===== src/rtl/ldc_pkg.sv =====
package ldc_pkg;
  typedef enum logic [1:0] {
    ST_SLEEP   = 2'd0,
    ST_LISTEN  = 2'd1,
    ST_RECEIVE = 2'd2,
    ST_DRAIN   = 2'd3
  } ldc_state_e;

  localparam logic [7:0] CMD_HDR   = 8'hC8;
  localparam logic [7:0] CMD_RESET = 8'h0E;
endpackage


===== src/rtl/ldc_cmd_reg.sv =====
module ldc_cmd_reg #(
  parameter int D_W = 7
) (
  input  logic           clk,
  input  logic           rst_n,
  input  logic           wr,
  input  logic [15:0]    wdata,
  output logic [D_W-1:0] d_par,
  output logic           en,
  output logic           hit
);
  import ldc_pkg::*;

  assign hit = wr && (wdata[15:8] == CMD_HDR);

  always_ff @(posedge clk or negedge rst_n) begin
    if (!rst_n) begin
      d_par <= CMD_RESET[D_W:1];
      en    <= CMD_RESET[0];
    end else if (hit) begin
      d_par <= wdata[D_W:1];
      en    <= wdata[0];
    end
  end

  // a write with a foreign header leaves settings untouched
  p_foreign_ignored_r1: assert property (@(posedge clk) disable iff (!rst_n)
    (wr && wdata[15:8] != CMD_HDR) |=> $stable({d_par, en}));
endmodule


===== src/rtl/ldc_cycle_timer.sv =====
module ldc_cycle_timer #(
  parameter int CNT_W = 40
) (
  input  logic             clk,
  input  logic             rst_n,
  input  logic             tick,
  input  logic             clr,
  input  logic [CNT_W-1:0] period,
  output logic [CNT_W-1:0] pos,
  output logic             cycle_start
);
  logic at_end;

  assign at_end      = (period != '0) && (pos >= period - 1'b1);
  assign cycle_start = tick && at_end;

  always_ff @(posedge clk or negedge rst_n) begin
    if (!rst_n)
      pos <= '0;
    else if (clr)
      pos <= '0;
    else if (tick) begin
      if (at_end || period == '0)
        pos <= '0;
      else
        pos <= pos + 1'b1;
    end
  end

  // the count moves only on ticks or clears
  p_pos_hold_r3: assert property (@(posedge clk) disable iff (!rst_n)
    (!tick && !clr) |=> $stable(pos));
endmodule


===== src/rtl/ldc_sched_fsm.sv =====
module ldc_sched_fsm (
  input  logic clk,
  input  logic rst_n,
  input  logic en,
  input  logic always_on,
  input  logic expired,
  input  logic cycle_start,
  input  logic dqd,
  input  logic valid_data,
  input  logic fifo_empty,
  input  logic irq_pending,
  output logic rx_enable,
  output logic data_irq
);
  import ldc_pkg::*;

  ldc_state_e state, nxt;
  logic       irq_set;

  always_comb begin
    nxt     = state;
    irq_set = 1'b0;
    unique case (state)
      ST_SLEEP:
        if (en && (cycle_start || always_on)) nxt = ST_LISTEN;
      ST_LISTEN:
        if (!en)
          nxt = ST_SLEEP;
        else if (valid_data) begin
          nxt     = ST_RECEIVE;
          irq_set = 1'b1;
        end else if (!always_on && !dqd && expired)
          nxt = ST_SLEEP;
      ST_RECEIVE:
        if (!dqd) nxt = ST_DRAIN;
      ST_DRAIN:
        if (fifo_empty && !irq_pending) nxt = ST_SLEEP;
      default: nxt = ST_SLEEP;
    endcase
  end

  always_ff @(posedge clk or negedge rst_n) begin
    if (!rst_n) begin
      state    <= ST_SLEEP;
      data_irq <= 1'b0;
    end else begin
      state    <= nxt;
      data_irq <= irq_set;
    end
  end

  assign rx_enable = (state != ST_SLEEP);

  // valid data while listening gives one interrupt and receive
  p_irq_on_valid_r6: assert property (@(posedge clk) disable iff (!rst_n)
    (state == ST_LISTEN && en && valid_data) |=> (data_irq && state == ST_RECEIVE));
  // interrupt lasts one clock
  p_irq_single_r6: assert property (@(posedge clk) disable iff (!rst_n)
    data_irq |=> !data_irq);
  // drain holds while FIFO or interrupts are outstanding
  p_drain_hold_r7: assert property (@(posedge clk) disable iff (!rst_n)
    (state == ST_DRAIN && !(fifo_empty && !irq_pending)) |=> state == ST_DRAIN);
  // good quality keeps the receiver on while listening
  p_listen_stretch_r5: assert property (@(posedge clk) disable iff (!rst_n)
    (state == ST_LISTEN && en && dqd) |=> rx_enable);
  // disabling while listening forces sleep
  p_disable_sleep_r9: assert property (@(posedge clk) disable iff (!rst_n)
    (state == ST_LISTEN && !en) |=> !rx_enable);
endmodule


===== src/rtl/ldc_rx_sched.sv =====
module ldc_rx_sched #(
  parameter int M_W = 8,
  parameter int R_W = 5,
  parameter int D_W = 7
) (
  input  logic           clk,
  input  logic           rst_n,
  input  logic           cmd_wr,
  input  logic [15:0]    cmd_data,
  input  logic [M_W-1:0] wake_m,
  input  logic [R_W-1:0] wake_r,
  input  logic           tick,
  input  logic           dqd,
  input  logic           valid_data,
  input  logic           fifo_empty,
  input  logic           irq_pending,
  output logic           rx_enable,
  output logic           data_irq
);
  localparam int SHIFT_MAX = (1 << R_W) - 1;
  localparam int BASE_W    = (M_W > D_W + 1) ? M_W : D_W + 1;
  localparam int CNT_W     = BASE_W + SHIFT_MAX + 1;

  logic [D_W-1:0]   d_par;
  logic             en, hit;
  logic [CNT_W-1:0] m_ext, odd_ext, period, win_len, pos;
  logic             cycle_start, always_on, expired;

  ldc_cmd_reg #(.D_W(D_W)) u_cmd (
    .clk(clk), .rst_n(rst_n), .wr(cmd_wr), .wdata(cmd_data),
    .d_par(d_par), .en(en), .hit(hit)
  );

  assign m_ext     = {{(CNT_W-M_W){1'b0}}, wake_m};
  assign odd_ext   = {{(CNT_W-D_W-1){1'b0}}, d_par, 1'b1};
  assign period    = m_ext << wake_r;
  assign win_len   = odd_ext << wake_r;
  assign always_on = (odd_ext >= m_ext);
  assign expired   = (pos >= win_len);

  ldc_cycle_timer #(.CNT_W(CNT_W)) u_timer (
    .clk(clk), .rst_n(rst_n), .tick(tick), .clr(hit),
    .period(period), .pos(pos), .cycle_start(cycle_start)
  );

  ldc_sched_fsm u_fsm (
    .clk(clk), .rst_n(rst_n), .en(en), .always_on(always_on),
    .expired(expired), .cycle_start(cycle_start), .dqd(dqd),
    .valid_data(valid_data), .fifo_empty(fifo_empty),
    .irq_pending(irq_pending), .rx_enable(rx_enable), .data_irq(data_irq)
  );
endmodule


===== config.mk =====
export PLATFORM = sky130hd
export DESIGN_NAME = ldc_rx_sched
export DESIGN_NICKNAME = d
export VERILOG_FILES = /design/src/rtl/ldc_pkg.sv /design/src/rtl/ldc_cmd_reg.sv /design/src/rtl/ldc_cycle_timer.sv /design/src/rtl/ldc_sched_fsm.sv /design/src/rtl/ldc_rx_sched.sv
export SDC_FILE = /design/constraint.sdc
export NUM_CORES = 1
export LEC_CHECK = 0
export CORE_AREA = 2 2 173 158
export CTS_CLUSTER_SIZE = 10
export DETAILED_ROUTE_END_ITERATION = 12
export DIE_AREA = 0 0 175 160
export PLACE_DENSITY = 0.49
export SKIP_CTS_REPAIR_TIMING = 1
export SYNTH_ARGS = -nofsm -noshare
export SYNTH_HDL_FRONTEND = slang
export SYNTH_SLANG_ARGS = --single-unit

===== constraint.sdc =====
create_clock -name clk -period 3 [get_ports clk]
set_input_delay 0.6 -clock clk [delete_from_list [all_inputs] [get_ports clk]]
set_output_delay 0.6 -clock clk [all_outputs]
set_load 0.01 [all_outputs]

==> summary.txt, run 1 <==
Timing
  • Fmax: 202 MHz
  • Final worst path period need: between 4 and 5 ns
  • Final setup vio count: 41
  • Sum of negative setup slack: -76.39 ns
  • Final Hold Vio Count: 0
  • Max-slew violations: 0
  • Fin crit share: 165%
  • Unrepaired setup endpoints after global routing: yes
  • Setup ws final: -1.95 ns
  • Final Skew: around 0.0076 ns
  • Worst Tran Pin Value: slightly below 0.8 ns
  • Worst slew margin: 47.1%

Finish
  • Fillers: 2680
  • # diodes: 0
  • Share of cells above drive strength 1: 35.0%
  • Net count, final: between 1000 and 1500
  • Finished Layout Cells: about 1600
  • Commonest cells after routing, fill and taps aside: buf_4, nand2_1, ha_1
  • Layout area overhead: 50.2%
  • Fin util: 42.5%
  • Commonest non-fill, non-tap cell in the layout: buf_4

Synthesis
  • Cell count after synthesis: 990
  • Count of different cell masters after synthesis: 77
  • Async S/R FF share, synth: 100%
  • Post-synth top flop: dfrtp_1
  • Avg Inst Size Synth: roughly 7.6 µm²
  • EDFF count, synth: 0
  • Register area share after synthesis: 17.1%
  • Post-Syn Area: 7480 µm²
  • Syn_nets: 1115
  • #FFs+latches synth: 51
  • Syn. warnings: 0

Floorplanning
  • Die height: 160 µm
  • Die width: approximately 180 µm
  • Row cnt: 57
  • Die area: 28000 µm²
  • Initial Util: around 28%
  • Core area: 26500 µm²
  • Top Ports: 39

Route
  • Via Count: a little under 9000
  • Via-per-instance ratio: 5.46
  • Final antenna-violating net count: 0
  • DR DRC count: 0
  • TritonRoute pass-1 iters: 5
  • WL final: slightly above 30000 µm
  • 1st-iter DRT viols: 774
  • Post-DR wirelength/cell: 18.9 µm

Critical path
  • Crit-path slowest cell: or4_4
  • Crit-path cells: buf_4, buf_6, mux4_2, a22oi_2, o21ai_2, o41ai_2, nand2_1, or4_4, buf_4, xor2_1, ha_1, and4_4, nand4_1, nor3_1, a2111oi_4, or2_4, buf_12, a32oi_2, o41ai_4
  • Max stage delay on crit path: 0.56 ns
  • CP Data Required Time: 3.18 ns
  • CP max FO: 48
  • CP top delay family: simple AND/OR/NAND/NOR gates
  • Crit Path Category: in -> reg
  • Startpoint Class: input port
  • CP Capture Type: flop
  • Crit-path most repeated cell: buf_4
  • Buf/Inv on CP: 4
  • Arrival @ worst endpoint: approximately 5.1 ns

CTS
  • H-tree depth: 2
  • Clock latency on the worst-skew pair: 0.31 ns
  • Clock Path Buffers: 2
  • Clock Pin Slew Worst Setup and Hold Paths: 0.07 ns
  • TritonCTS clock tree: yes
  • TritonCTS Buffers: 5
  • # clock sinks: 51
  • CTS root buf: clkbuf_16

Run
  • Max Cap Viol: 0

Placement
  • Post-DP HPWL: between 20000 and 25000 µm
  • Buffers added on ports: 38
  • Final GP Congestion: 0.964
  • Dpl cells: 1605

Global routing
  • Global Route met1 Usage: between 30% and 40%
  • Met3 Track Usage GR: about 3.8%
  • Largest net degree at the start of global routing: between 40 and 50
  • Met2 usage: 33.4%
  • First-pass GRT wire length: 47700 µm
  • Remaining global-route overflow: 0
  • Initial antenna violation count: 0
  • GRT Max-Usage Layer: met2
  • GR Util All Layers: 21.6%
  • Vias in the first global route: 8437

Pwr
  • Leak: approximately 0.005 µW
  • Max IR drop VDD: 0.322 mV
  • Pwr/cell area: approximately 390 nW/µm²

Run status
  • Status: finished, violations left
  • Failing checks: setup timing

Worst hold path
  • Hold Path Class: in -> async
## cell usage after synthesis (16+ instances only)
library cell,n,share of area (%)
mux2i_1,25,3.3
a21oi_1,42,2.8
inv_1,56,2.8
nand3_1,41,2.7
dfrtp_1,48,16
a31oi_1,42,3.5
o22ai_1,27,2.3
o21ai_0,47,3.1
ha_1,88,15
nand2_1,143,7.2
nand4_1,41,3.4
nor3_1,19,1.3
nor2_1,63,3.2
mux2_2,16,2.4
clkbuf_1,39,2.0
## logic make-up (layout without fill, tap and decap cells)
family	count (synthesis)	after routing	share of synthesized area, %
adders and majority gates	88	88	14.7
xor gates and xnor gates	20	20	2.34
DFF	51	51	17.1
buffers and inverters	118	411	6.73
and+or+nand+nor	399	399	26.9
muxes	52	52	8.82
AOI/OAI and AO/OA	262	262	23.4
## per-layer routing
metal / part of all wire, % / up-vias
met2: 44 / 290
met3: 6.3 / 44
met1: 47 / 4285
met5: 0 / -
li1: - / 4311
met4: 2.0 / 0
## report_power, final
part / leakage (µW) / switching (µW) / internal [µW] / total (µW)
clock: 0.0000911 / 302 / 480 / 783
combinational: 0.00424 / 1350 / 1320 / 2670
sequential: 0.000683 / 132 / 774 / 906
total: 0.00502 / 1790 / 2570 / 4350
## flip-flops by register name, indices dropped and copies added (netlist names), named ones only
name and cells:
u_cmd.en 1, u_fsm.data_irq 1, u_timer.pos 40, u_fsm.state 1
u_cmd.d_par 7
## area by class of cell
type | count | area [µm²] | area share, %
multi-input cells | 821 | 6250 | 55.6
repair buffers | 347 | 2870 | 25.5
flip-flops and latches | 51 | 1280 | 11.4
well taps | 354 | 443 | 3.94
inverters | 56 | 210 | 1.87
clock buffers | 6 | 129 | 1.15
clock inverters | 2 | 60.1 | 0.535
## path summary, 6_finish.rpt
path | from | end | slack [ns] | cells past startpoint
worst min-delay path | rst_n | u_timer.pos[37]$_DFFE_PN0P_ | 0.37 | 1
worst max-delay path | wake_r[0] | u_timer.pos[27]$_DFFE_PN0P_ | -1.95 | 19
min in group clk | u_cmd.en$_DFFE_PN0P_ | u_cmd.en$_DFFE_PN0P_ | 0.53 | 2
worst min register to register | u_cmd.en$_DFFE_PN0P_ | u_cmd.en$_DFFE_PN0P_ | 0.53 | 2
worst max register to register | u_cmd.d_par[1]$_DFFE_PN1P_ | u_fsm.state[0]$_DFFE_PN0P_ | -0.79 | 18
max in group asynchronous | rst_n | u_cmd.d_par[1]$_DFFE_PN1P_ | 1.88 | 2
## stage by stage
stage	hold slack (ns)	total power (µW)	instance area (µm²)	setup slack [ns]
after floorplan	0.304	2290	7770	-1.93
after global placement	0.499	3230	10400	-2.72
after detailed placement	0.511	3250	10400	-2.74
after CTS	0.407	4050	10600	-2.45
after global routing	0.424	4640	11200	-2.12
final	0.373	4350	11200	-1.95
Power figures use the tool's default switching activity.
==> run 2: changes to the inputs <==
--- a/config.mk
+++ b/config.mk
@@ -5,10 +5,10 @@
 export SDC_FILE = /design/constraint.sdc
 export NUM_CORES = 1
 export LEC_CHECK = 0
-export CORE_AREA = 2 2 173 158
+export CORE_AREA = 10 10 181 166
 export CTS_CLUSTER_SIZE = 10
 export DETAILED_ROUTE_END_ITERATION = 12
-export DIE_AREA = 0 0 175 160
+export DIE_AREA = 0 0 191 176
 export PLACE_DENSITY = 0.49
 export SKIP_CTS_REPAIR_TIMING = 1
 export SYNTH_ARGS = -nofsm -noshare
==> run 2 against run 1 <==
Sequential share of layout area rose by 0.28 points. Die area increased by 20%. Sequential power is 1% higher. Total power shrank 4.4%. The flow still finishes with violations (setup timing). Clock skew is 0.0019 ns higher. Critical endpoint unchanged. Register-to-register slack better by 0.05 ns. Sequential cell count unchanged. Clock power fell by 12%. Largest cell class unchanged. Setup slack improved by 0.055 ns. Routed wire length grew 0.41%.
==> summary.txt, run 2 (synthesis results as in run 1) <==
Finish
  • Share of cells above drive strength 1: 32.9% (-2.1 points)
  • Top Registers: u_timer.pos: 40 flops, u_cmd.d_par: 7 flops
  • Top reg by flops: u_timer.pos
  • Finished Layout Cells: 1617 (-1.2%)
  • Commonest cells after routing, fill and taps aside: buf_4, nand2_1, ha_1
  • Commonest non-fill, non-tap cell in the layout: buf_4
  • Max reg flops: 40 (unchanged)
  • Layout area overhead: 46.6%
  • Net count, final: 1388 (-1.4%)
  • # diodes: 0 (unchanged)
  • Fillers: 2652 (-1.0%)

CTS
  • Clock Path Buffers: 2 (unchanged)
  • Clock latency on the worst-skew pair: 0.31 ns (about the same)
  • # clock sinks: 51 (unchanged)
  • TritonCTS Buffers: 5 (unchanged)
  • H-tree depth: 2 (unchanged)
  • CTS root buf: clkbuf_16
  • Clock Pin Slew Worst Setup and Hold Paths: 0.07 ns (about the same)
  • TritonCTS clock tree: yes

Critical path
  • Arrival @ worst endpoint: 5.11 ns (-0.02 ns)
  • Crit Path Category: in -> reg
  • CP max FO: 7 (-85%)
  • Startpoint Class: input port
  • CP Capture Type: flop
  • CP Data Required Time: 3.21 ns (+0.03 ns)

Run
  • Max Cap Viol: 0 (unchanged)

Route
  • 1st-iter DRT viols: 773 (-0.13%)
  • Post-DR wirelength/cell: 19.2 µm (+1.7%)
  • Via Count: 8738 (-2.2%)
  • DR DRC count: 0 (unchanged)
  • WL final: 31000 µm (+0.41%)
  • Final antenna-violating net count: 0 (unchanged)
  • Via-per-instance ratio: 5.40 (-0.94%)
  • TritonRoute pass-1 iters: 5 (unchanged)

Placement
  • Dpl cells: 1593 (-0.75%)
  • Final GP Congestion: 0.935 (-3.0%)
  • Worst slack at placement: -2.77 ns (-0.0301 ns)
  • Buffers added on ports: 38 (unchanged)
  • Post-DP HPWL: 24700 µm (+1.2%)

Run status
  • Failing checks: setup timing
  • Status: finished, violations left

Global routing
  • Vias in the first global route: 8570 (+1.6%)
  • First-pass GRT wire length: 48400 µm (+1.5%)
  • Largest net degree at the start of global routing: 49 (unchanged)
  • Initial antenna violation count: 0 (unchanged)
  • GR Util All Layers: 18.1% (-3.5 points)
  • Remaining global-route overflow: 0 (unchanged)

Timing
  • Sum of negative setup slack: -75.51 ns (+0.875 ns)
  • Setup ws final: -1.89 ns (+0.0555 ns)
  • Final worst path period need: 4.89 ns (-0.0555 ns)
  • Worst slew margin: 55.0% (+8.0 points)
  • Worst Tran Pin Value: 0.675 ns (-0.119 ns)
  • Final Hold Vio Count: 0 (unchanged)
  • Max-slew violations: 0 (unchanged)
  • Fin crit share: 163% (-1.8 points)
  • Final setup vio count: 41 (unchanged)
  • Final Skew: 0.00946 ns (+0.00190 ns)
  • Unrepaired setup endpoints after global routing: yes
  • Fmax: 204 MHz (+1.1%)

Floorplanning
  • Die width: 191 µm (+9.1%)
  • Die height: 176 µm (+10%)
  • Core area: 26500 µm² (unchanged)
  • Top Ports: 39 (unchanged)
  • Row cnt: 57 (unchanged)
  • Initial Util: 28.3% (unchanged)
  • Die area: 33600 µm² (+20%)

Pwr
  • Leak: 0.00488 µW (-2.7%)
  • Max IR drop VDD: 0.223 mV (-31%)
  • Pwr/cell area: 380 nW/µm² (-2.0%)

Worst hold path
  • Hold Path Class: in -> async
run 2: cell count changes in the layout (fill, tap and decap cells not counted), moves of 8 or more:
cell     change
buf_4       -14
buf_6        -8
o22ai_1      +8
o22ai_2      -8
run 2: worst max-delay path: stages:
cell and delay [ns]:
buf_12 0.11, buf_12 0.13, mux2_4 0.29, a22o_1 0.19
nand4bb_1 0.23, buf_4 0.19, o41ai_4 0.39, nand3_2 0.19
or4_4 0.48, buf_6 0.14, xor2_1 0.15, ha_1 0.29
and4_1 0.22, nand4_1 0.14, nand2b_4 0.16, o31ai_4 0.07
a2111oi_4 0.36, or2_4 0.21, nand3_4 0.11, buf_12 0.19
o41ai_2 0.25
run 2: final timing paths:
kind,startpoint,end,slack (ns),depth (start not counted)
max,wake_r[1],u_timer.pos[27]$_DFFE_PN0P_,-1.89,21
min,rst_n,u_fsm.data_irq$_DFF_PN0_,0.32,1
max reg2reg,u_cmd.d_par[1]$_DFFE_PN1P_,u_fsm.state[0]$_DFFE_PN0P_,-0.74,14
min reg2reg,u_cmd.d_par[1]$_DFFE_PN1P_,u_cmd.d_par[1]$_DFFE_PN1P_,0.48,2
max in group asynchronous,rst_n,u_timer.pos[26]$_DFFE_PN0P_,1.87,2
min in group clk,u_cmd.d_par[1]$_DFFE_PN1P_,u_cmd.d_par[1]$_DFFE_PN1P_,0.48,2
run 2: power by group:
group	internal, µW	switching [µW]
clock	390	298
sequential	774	142
combinational	1260	1300
total	2430	1740
run 2: final cells by class:
cell class | count | area [µm²] | area share (%)
multi-input combinational | 821 | 6120 | 55.9
timing repair buffer | 328 | 2740 | 25.0
sequential | 51 | 1280 | 11.7
tap | 354 | 443 | 4.04
inverter | 56 | 210 | 1.92
clock buffer | 5 | 125 | 1.14
clock inverter | 2 | 37.5 | 0.342
run 2: metal layers:
layer | up-vias | part of all wire [%] | global-route usage, %
li1 | 4274 | - | -
met1 | 4203 | 48 | 25.5
met2 | 229 | 44 | 28.3
met3 | 32 | 5.5 | 2.54
met4 | 0 | 1.9 | 4.59
met5 | - | 0 | 0
run 2: per-stage QoR:
| stage | instance area, µm² | util (%) | total power [µW] | hold WS (ns) |
|---|---|---|---|---|
| floorplan | 7770 | - | 2290 | 0.304 |
| global placement | 10300 | 38.9 | 3200 | 0.469 |
| detailed placement | 10300 | 38.9 | 3210 | 0.471 |
| CTS | 10500 | 39.5 | 3930 | 0.316 |
| global route | 11000 | 41.4 | 4460 | 0.333 |
| finish | 11000 | 41.4 | 4160 | 0.320 |
